--- config.mk ---
export PLATFORM = sky130hd
export DESIGN_NAME = mem_order_queue
export DESIGN_NICKNAME = d
export VERILOG_FILES = /design/src/rtl/moq_pkg.sv /design/src/rtl/moq_order_ctl.sv /design/src/rtl/moq_dep_check.sv /design/src/rtl/moq_wait_table.sv /design/src/rtl/mem_order_queue.sv
export SDC_FILE = /design/constraint.sdc
export NUM_CORES = 2
export LEC_CHECK = 0
export BUFFER_PORTS_ARGS = -buffer_cell sky130_fd_sc_hd__buf_2
export CAP_MARGIN = 25
export CORE_UTILIZATION = 50
export DETAILED_ROUTE_END_ITERATION = 16
export PLACE_DENSITY = 0.77
export SLEW_MARGIN = 20
export SYNTH_ARGS = -nofsm -noshare
export SYNTH_HDL_FRONTEND = slang
export SYNTH_SLANG_ARGS = --single-unit
export TNS_END_PERCENT = 100
--- constraint.sdc ---
create_clock -name clk -period 41.8 [get_ports clk]
set_input_delay 8.36 -clock clk [delete_from_list [all_inputs] [get_ports clk]]
set_output_delay 8.36 -clock clk [all_outputs]
set_load 0.01 [all_outputs]
--- src/rtl/moq_pkg.sv ---
package moq_pkg;

  // Per-slot status kept for every queue entry.
  typedef struct packed {
    logic vld;      // slot in use
    logic is_st;    // store (1) or load (0)
    logic addr_ok;  // store address phase complete
    logic data_ok;  // store data phase complete
    logic ld_done;  // load has been allowed to execute
  } ent_flags_t;

endpackage

--- src/rtl/moq_order_ctl.sv ---
module moq_order_ctl #(
  parameter int DEPTH = 16,
  localparam int IW = $clog2(DEPTH)
) (
  input  logic          clk,
  input  logic          rst_n,
  input  logic          alloc_go,
  input  logic          commit_go,
  input  logic          flush_go,
  input  logic [IW-1:0] flush_idx,
  output logic [IW-1:0] head,
  output logic [IW-1:0] tail,
  output logic          full,
  output logic          empty
);

  logic [IW:0]   cnt, cnt_n;
  logic [IW-1:0] head_n, tail_n;

  always_comb begin
    head_n = head;
    tail_n = tail;
    cnt_n  = cnt;
    if (flush_go) begin
      tail_n = flush_idx + IW'(1);
      cnt_n  = {1'b0, flush_idx - head} + (IW+1)'(1);
    end else begin
      if (alloc_go)  tail_n = tail + IW'(1);
      if (commit_go) head_n = head + IW'(1);
      cnt_n = cnt + (IW+1)'(alloc_go) - (IW+1)'(commit_go);
    end
  end

  always_ff @(posedge clk or negedge rst_n) begin
    if (!rst_n) begin
      head <= '0;
      tail <= '0;
      cnt  <= '0;
    end else begin
      head <= head_n;
      tail <= tail_n;
      cnt  <= cnt_n;
    end
  end

  assign full  = (cnt == (IW+1)'(DEPTH));
  assign empty = (cnt == '0);

endmodule

--- src/rtl/moq_dep_check.sv ---
module moq_dep_check
  import moq_pkg::*;
#(
  parameter int DEPTH = 16,
  parameter int CW    = 12,
  localparam int IW = $clog2(DEPTH)
) (
  input  ent_flags_t [DEPTH-1:0]         fl,
  input  logic       [DEPTH-1:0][CW-1:0] ea,
  input  logic       [IW-1:0]            head,
  input  logic                           speculate,
  input  logic                           wait_hit,
  input  logic                           ld_req_vld,
  input  logic       [IW-1:0]            ld_req_idx,
  input  logic       [CW-1:0]            ld_req_lo,
  input  logic                           st_res_vld,
  input  logic       [IW-1:0]            st_res_idx,
  input  logic       [CW-1:0]            st_res_lo,
  output logic                           ld_grant,
  output logic                           squash_vld,
  output logic       [IW-1:0]            squash_idx
);

  // Grant: scan every older store for an alias or an unresolved address.
  always_comb begin
    logic [IW-1:0] ld_age;
    logic [IW-1:0] age_i;
    logic          req_ok;
    logic          older;
    logic          block;
    ld_age = ld_req_idx - head;
    req_ok = ld_req_vld && fl[ld_req_idx].vld && !fl[ld_req_idx].is_st
             && !fl[ld_req_idx].ld_done;
    block  = 1'b0;
    for (int i = 0; i < DEPTH; i++) begin
      age_i = IW'(i) - head;
      older = fl[i].vld && fl[i].is_st && (age_i < ld_age);
      if (older) begin
        if (fl[i].addr_ok) begin
          if (ea[i] == ld_req_lo) block = 1'b1;
        end else if (!speculate || wait_hit) begin
          block = 1'b1;
        end
        if (wait_hit && !fl[i].data_ok) block = 1'b1;
      end
    end
    ld_grant = req_ok && !block;
  end

  // Violation: younger executed loads (including one granted right now)
  // whose address matches the store resolving this cycle; oldest wins.
  always_comb begin
    logic [IW-1:0] st_age;
    logic [IW-1:0] j;
    logic [CW-1:0] la;
    logic          st_ok;
    logic          exec_j;
    st_age     = st_res_idx - head;
    st_ok      = st_res_vld && fl[st_res_idx].vld && fl[st_res_idx].is_st;
    squash_vld = 1'b0;
    squash_idx = '0;
    for (int k = DEPTH - 1; k >= 0; k--) begin
      j      = head + IW'(k);
      exec_j = fl[j].ld_done || (ld_grant && (ld_req_idx == j));
      la     = (ld_grant && (ld_req_idx == j)) ? ld_req_lo : ea[j];
      if (st_ok && fl[j].vld && !fl[j].is_st && (IW'(k) > st_age)
          && exec_j && (la == st_res_lo)) begin
        squash_vld = 1'b1;
        squash_idx = j;
      end
    end
  end

endmodule

--- src/rtl/moq_wait_table.sv ---
module moq_wait_table #(
  parameter int ENTRIES = 64,
  parameter int PERIOD  = 4096,
  localparam int XW = $clog2(ENTRIES),
  localparam int CNTW = $clog2(PERIOD)
) (
  input  logic          clk,
  input  logic          rst_n,
  input  logic [XW-1:0] rd_idx,
  output logic          rd_bit,
  input  logic          set_vld,
  input  logic [XW-1:0] set_idx
);

  logic [ENTRIES-1:0] bits, bits_n;
  logic [CNTW-1:0]    cnt, cnt_n;
  logic               clr;

  always_comb begin
    clr    = (cnt == CNTW'(PERIOD - 1));
    cnt_n  = clr ? '0 : cnt + CNTW'(1);
    bits_n = clr ? '0 : bits;
    if (set_vld) bits_n[set_idx] = 1'b1;
  end

  always_ff @(posedge clk or negedge rst_n) begin
    if (!rst_n) begin
      bits <= '0;
      cnt  <= '0;
    end else begin
      bits <= bits_n;
      cnt  <= cnt_n;
    end
  end

  assign rd_bit = bits[rd_idx];

endmodule

--- src/rtl/mem_order_queue.sv ---
module mem_order_queue
  import moq_pkg::*;
#(
  parameter int DEPTH      = 16,
  parameter int CMP_W      = 12,
  parameter int WT_ENTRIES = 64,
  parameter int WT_PERIOD  = 4096,
  localparam int IW  = $clog2(DEPTH),
  localparam int WTW = $clog2(WT_ENTRIES)
) (
  input  logic             clk,
  input  logic             rst_n,
  input  logic             speculate,
  input  logic             alloc_vld,
  input  logic             alloc_is_st,
  input  logic [WTW-1:0]   alloc_pc_lo,
  output logic [IW-1:0]    alloc_idx,
  output logic             q_full,
  output logic             q_empty,
  input  logic             st_addr_vld,
  input  logic [IW-1:0]    st_addr_idx,
  input  logic [CMP_W-1:0] st_addr_lo,
  input  logic             st_data_vld,
  input  logic [IW-1:0]    st_data_idx,
  input  logic             ld_req_vld,
  input  logic [IW-1:0]    ld_req_idx,
  input  logic [CMP_W-1:0] ld_req_lo,
  output logic             ld_grant,
  output logic             squash_vld,
  output logic [IW-1:0]    squash_idx,
  input  logic             commit_vld,
  input  logic             flush_vld,
  input  logic [IW-1:0]    flush_idx
);

  // Reset: asserted asynchronously, released after two clock edges.
  logic [1:0] rsync;
  logic       rst_i_n;

  always_ff @(posedge clk or negedge rst_n) begin
    if (!rst_n) rsync <= '0;
    else        rsync <= {rsync[0], 1'b1};
  end
  assign rst_i_n = rsync[1];

  ent_flags_t [DEPTH-1:0]            fl, fl_n;
  logic       [DEPTH-1:0][CMP_W-1:0] ea, ea_n;
  logic       [DEPTH-1:0][WTW-1:0]   pcx, pcx_n;

  logic [IW-1:0] head, tail;
  logic          alloc_go, commit_go, flush_go;
  logic          wait_hit;

  assign flush_go  = flush_vld && fl[flush_idx].vld;
  assign alloc_go  = alloc_vld && !q_full && !flush_go;
  assign commit_go = commit_vld && !q_empty && !flush_go;

  moq_order_ctl #(.DEPTH(DEPTH)) u_ord (
    .clk       (clk),
    .rst_n     (rst_i_n),
    .alloc_go  (alloc_go),
    .commit_go (commit_go),
    .flush_go  (flush_go),
    .flush_idx (flush_idx),
    .head      (head),
    .tail      (tail),
    .full      (q_full),
    .empty     (q_empty)
  );

  moq_dep_check #(.DEPTH(DEPTH), .CW(CMP_W)) u_dep (
    .fl         (fl),
    .ea         (ea),
    .head       (head),
    .speculate  (speculate),
    .wait_hit   (wait_hit),
    .ld_req_vld (ld_req_vld),
    .ld_req_idx (ld_req_idx),
    .ld_req_lo  (ld_req_lo),
    .st_res_vld (st_addr_vld),
    .st_res_idx (st_addr_idx),
    .st_res_lo  (st_addr_lo),
    .ld_grant   (ld_grant),
    .squash_vld (squash_vld),
    .squash_idx (squash_idx)
  );

  moq_wait_table #(.ENTRIES(WT_ENTRIES), .PERIOD(WT_PERIOD)) u_wt (
    .clk     (clk),
    .rst_n   (rst_i_n),
    .rd_idx  (pcx[ld_req_idx]),
    .rd_bit  (wait_hit),
    .set_vld (squash_vld),
    .set_idx (pcx[squash_idx])
  );

  // Entry state next-value logic.
  always_comb begin
    logic [IW-1:0] rel_i;
    logic [IW-1:0] rel_f;
    fl_n  = fl;
    ea_n  = ea;
    pcx_n = pcx;
    if (alloc_go) begin
      fl_n[tail].vld     = 1'b1;
      fl_n[tail].is_st   = alloc_is_st;
      fl_n[tail].addr_ok = 1'b0;
      fl_n[tail].data_ok = 1'b0;
      fl_n[tail].ld_done = 1'b0;
      pcx_n[tail]        = alloc_pc_lo;
    end
    if (st_addr_vld && fl[st_addr_idx].vld && fl[st_addr_idx].is_st) begin
      fl_n[st_addr_idx].addr_ok = 1'b1;
      ea_n[st_addr_idx]         = st_addr_lo;
    end
    if (st_data_vld && fl[st_data_idx].vld && fl[st_data_idx].is_st)
      fl_n[st_data_idx].data_ok = 1'b1;
    if (ld_grant) begin
      fl_n[ld_req_idx].ld_done = 1'b1;
      ea_n[ld_req_idx]         = ld_req_lo;
    end
    if (commit_go) fl_n[head].vld = 1'b0;
    rel_f = flush_idx - head;
    for (int i = 0; i < DEPTH; i++) begin
      rel_i = IW'(i) - head;
      if (flush_go && (rel_i > rel_f)) fl_n[i].vld = 1'b0;
    end
  end

  always_ff @(posedge clk or negedge rst_i_n) begin
    if (!rst_i_n) begin
      fl  <= '0;
      ea  <= '0;
      pcx <= '0;
    end else begin
      fl  <= fl_n;
      ea  <= ea_n;
      pcx <= pcx_n;
    end
  end

  assign alloc_idx = tail;

endmodule

==> load_flow_metrics.sql <==
INSERT INTO impl_metrics (metric_group, metric, value, unit) VALUES
('sta', 'totalNegativeSetupSlack', '0', 'ns'),
('sta', 'timing.final.max_slew_violations', '0', ''),
('min_path', 'min-delay-path-class', 'reg2async', ''),
('cells_and_area', 'final_common_cell', 'nand2_1', ''),
('synthesis', 'yosysSeqAreaShare', '25.6', '%'),
('placed_design', 'place.gp.congestion', '1.17', ''),
('synthesis', 'synth.avg_cell_area', '9.19', 'um^2'),
('sta', 'min_period', '25.35', 'ns'),
('critical_path', 'setup.worst_path.class', 'in2out', ''),
('synthesis', 'ys.flop_type', 'dfrtp_1', ''),
('critical_path', 'critPathSlowestCell', 'a221oi_2', ''),
('synthesis', 'synth.top_cell.area_share', '25.6', '%'),
('cells_and_area', 'layout_cell_share_with_drive_strength_beyond_1', '17.7', '%'),
('critical_path', 'crit_buf_inv', '7', ''),
('sta', 'max-slew-margin-rel', '17.9', '%'),
('sta', 'max_clock_freq', '0.0395', 'GHz'),
('clock_network', 'clock_tree.htree_level_count', '2', ''),
('critical_path', 'cp_data_arrival_time', '16.99', 'ns'),
('synthesis', 'synth_cell_types', '120', ''),
('synthesis', 'synth.top_cells.by_area', 'dfrtp_1 26%, mux4_2 16%, mux2i_1 7.5%', ''),
('routing', 'total_wire_length', '201000', 'um'),
('clock_network', 'post-cts-setup-buffer-count', '0', ''),
('routing', 'residual_drc_count', '0', ''),
('flow_run', 'maxCapViolCount', '0', ''),
('synthesis', 'synth_warnings', '0', ''),
('outcome', 'outcome', 'complete, no violations', ''),
('synthesis', 'syn_inst', '4890', ''),
('clock_network', 'cts_tree', 'built', ''),
('global_route', 'antenna_found_initial', '9', ''),
('critical_path', 'crit_family', 'compound AO/OA/AOI/OAI gates', ''),
('clock_network', 'clk_sink_count', '459', ''),
('routing', 'num_vias', '43796', ''),
('synthesis', 'syn-num-nets', '5037', ''),
('global_route', 'grt_usage', '43.3', '%'),
('clock_network', 'ctsLongestPathBuffers', '3', ''),
('sta', 'final_critical_path_setup_slack', '16.45', 'ns'),
('critical_path', 'critPathRequiredTime', '33.44', 'ns'),
('cells_and_area', 'filler_cell_count', '7865', ''),
('routing', 'firstDrtPassIters', '12', ''),
('placed_design', 'port-buffer-count', '67', ''),
('critical_path', 'critical_path_depth', '26', ''),
('floorplan', 'core-area', '0.0886', 'mm^2'),
('synthesis', 'synth_largest_area_cell', 'dfrtp_1', ''),
('global_route', 'grt_overflow', '0', ''),
('cells_and_area', 'most-common-layout-cells', '712 x nand2_1, 454 x dfrtp_1, 337 x mux2i_1, 324 x mux4_2, 315 x nor2_1', ''),
('routing', 'route.antenna.remaining_nets', '0', ''),
('sta', 'unrepaired_setup_endpoints_after_global_routing', 'false', ''),
('critical_path', 'critPathMaxStageDelay', '0.72', 'ns'),
('routing', 'avgRoutedWirePerCell', '33.8', 'um'),
('clock_network', 'clock_latency', '0.67', 'ns'),
('placed_design', 'place_hpwl', '148000', 'um'),
('critical_path', 'cell_count_of_the_worst_reg_to_reg_path', '29', ''),
('sta', 'report.final.setup_viol', '0', ''),
('synthesis', 'post_synth_instance_area', '0.0449', 'mm^2'),
('sta', 'worst_clock_skew', '0.0329', 'ns'),
('critical_path', 'start_kind', 'input pin', ''),
('placed_design', 'place_ws', '16.59', 'ns'),
('floorplan', 'design.die.area', '0.0911', 'mm^2'),
('critical_path', 'endpoint_kind', 'output pin', ''),
('clock_network', 'clock_slew_at_the_register_clock_pins_of_the_worst_setup_and_hold_paths', '0.06', 'ns'),
('global_route', 'grt_start_max_net_pins', '160', ''),
('routing', 'viasPerCell', '7.38', ''),
('floorplan', 'boundaryPins', '68', ''),
('floorplan', 'die_w', '302', 'um'),
('sta', 'worstMarginPinSlew', '1.22', 'ns'),
('critical_path', 'timing.critical_path.fanout_max', '31', ''),
('global_route', 'global_route_wire_length_before_repair', '284000', 'um'),
('clock_network', 'cts_hold_repair.buffers', '0', ''),
('synthesis', 'synth_enable_flop_cells', '0', ''),
('clock_network', 'ctsResizeCount', '0', ''),
('floorplan', 'effective_utilization_at_floorplan', '50.7', '%'),
('synthesis', 'ys_seq_elements', '459', ''),
('floorplan', 'die-height', '302', 'um'),
('routing', 'drtIter0Drc', '7608', ''),
('synthesis', 'fraction_of_synthesis_flops_using_an_asynchronous_set_or_reset_pin', '100', '%'),
('cells_and_area', 'layout-area-overhead-vs-synth', '6.86', '%'),
('sta', 'final.period_utilization', '60.6', '%'),
('global_route', 'first_global_vias', '39578', ''),
('floorplan', 'rows', '109', ''),
('clock_network', 'cts_root_buffer', 'clkbuf_16', ''),
('sta', 'timing.final.hold_violations', '0', ''),
('clock_network', 'cts_inserted_buffers', '53', ''),
('cells_and_area', 'finish.net_count', '4874', '');
-- state kept, by name (all words and copies together), names as in the netlist --
signal,cells
u_wt.cnt,12
u_ord.tail,4
u_ord.head,4
ea,192
u_ord.cnt,5
u_wt.bits,64
rsync,2
fl,80
pcx,96
-- layer usage --
| layer | wire (um) | vias up | track usage, % |
|---|---|---|---|
| met1 | 71700 | 21232 | 56.9 |
| met5 | 69 | - | 0 |
| met4 | 15500 | 10 | 25.8 |
| met3 | 34400 | 866 | 18.0 |
| li1 | - | 17866 | - |
| met2 | 78900 | 3822 | 59.1 |
-- synthesized netlist by cell type, types with 31 or more instances --
| cell type | count |
|---|---|
| nor3_1 | 88 |
| a211oi_1 | 31 |
| nand2_1 | 712 |
| buf_1 | 68 |
| mux2i_1 | 337 |
| buf_2 | 42 |
| nand2b_1 | 69 |
| a21oi_1 | 236 |
| o21ai_0 | 249 |
| xnor2_1 | 290 |
| mux2_2 | 118 |
| inv_1 | 91 |
| a22o_1 | 48 |
| nand4_1 | 96 |
| nor2_1 | 317 |
| a21o_1 | 55 |
| xor2_1 | 75 |
| nor4_1 | 63 |
| a32o_1 | 37 |
| mux4_2 | 324 |
| ha_1 | 85 |
| nand3_1 | 119 |
| clkbuf_1 | 274 |
| dfrtp_1 | 459 |
-- per-stage QoR --
| step | hold WS [ns] | instances | area, um^2 | utilization (%) |
|---|---|---|---|---|
| 2_1_floorplan | 0.331 | 4890 | 44900 | - |
| 3_3_place_gp | 0.293 | 5826 | 46100 | 52.0 |
| 3_5_place_dp | 0.299 | 5829 | 46100 | 52.0 |
| 4_1_cts | 0.305 | 5927 | 47900 | 54.0 |
| 5_1_grt | 0.341 | 5935 | 48000 | 54.2 |
| 6_report | 0.296 | 5936 | 48000 | 54.2 |
-- cells by family after synthesis --
| logic type | count (synthesis) | synth area share [%] |
|---|---|---|
| buffers and inverters | 508 | 4.59 |
| multiplexers | 788 | 27.0 |
| flip-flops | 459 | 25.6 |
| XOR/XNOR | 365 | 7.11 |
| other | 1 | 0.00834 |
| AO/OA/AOI/OAI | 994 | 15.5 |
| adder cells (fa/ha/maj) | 91 | 2.63 |
| AND/OR/NAND/NOR | 1684 | 17.7 |
-- cell type report --
type / instances / area (um^2) / area share [%]
antenna: 1 / 2.50 / 0.00521
clock buffer: 74 / 1560 / 3.24
clock inverter: 24 / 230 / 0.479
inverter: 105 / 394 / 0.821
multi-input combinational: 3923 / 31600 / 65.8
sequential: 459 / 11500 / 23.9
tap: 1165 / 1460 / 3.03
timing repair buffer: 185 / 1290 / 2.69
-- final timing paths --
| path | from | endpoint | slack [ns] |
|---|---|---|---|
| min in group clk | rsync[0]$_DFF_PN0_ | rsync[1]$_DFF_PN0_ | 0.36 |
| min | rsync[1]$_DFF_PN0_ | pcx[11]$_DFFE_PN0P_ | 0.30 |
| max reg2reg | u_ord.head[1]$_DFFE_PN0P_ | u_wt.bits[9]$_DFF_PN0_ | 29.99 |
| max in group asynchronous | rst_n | rsync[1]$_DFF_PN0_ | 34.22 |
| min reg2reg | rsync[1]$_DFF_PN0_ | pcx[11]$_DFFE_PN0P_ | 0.30 |
| max | ld_req_idx[0] | squash_idx[0] | 16.45 |
Power is not shown: default switching activity piles up to over one toggle a cycle in this logic, so the estimate is an artifact.
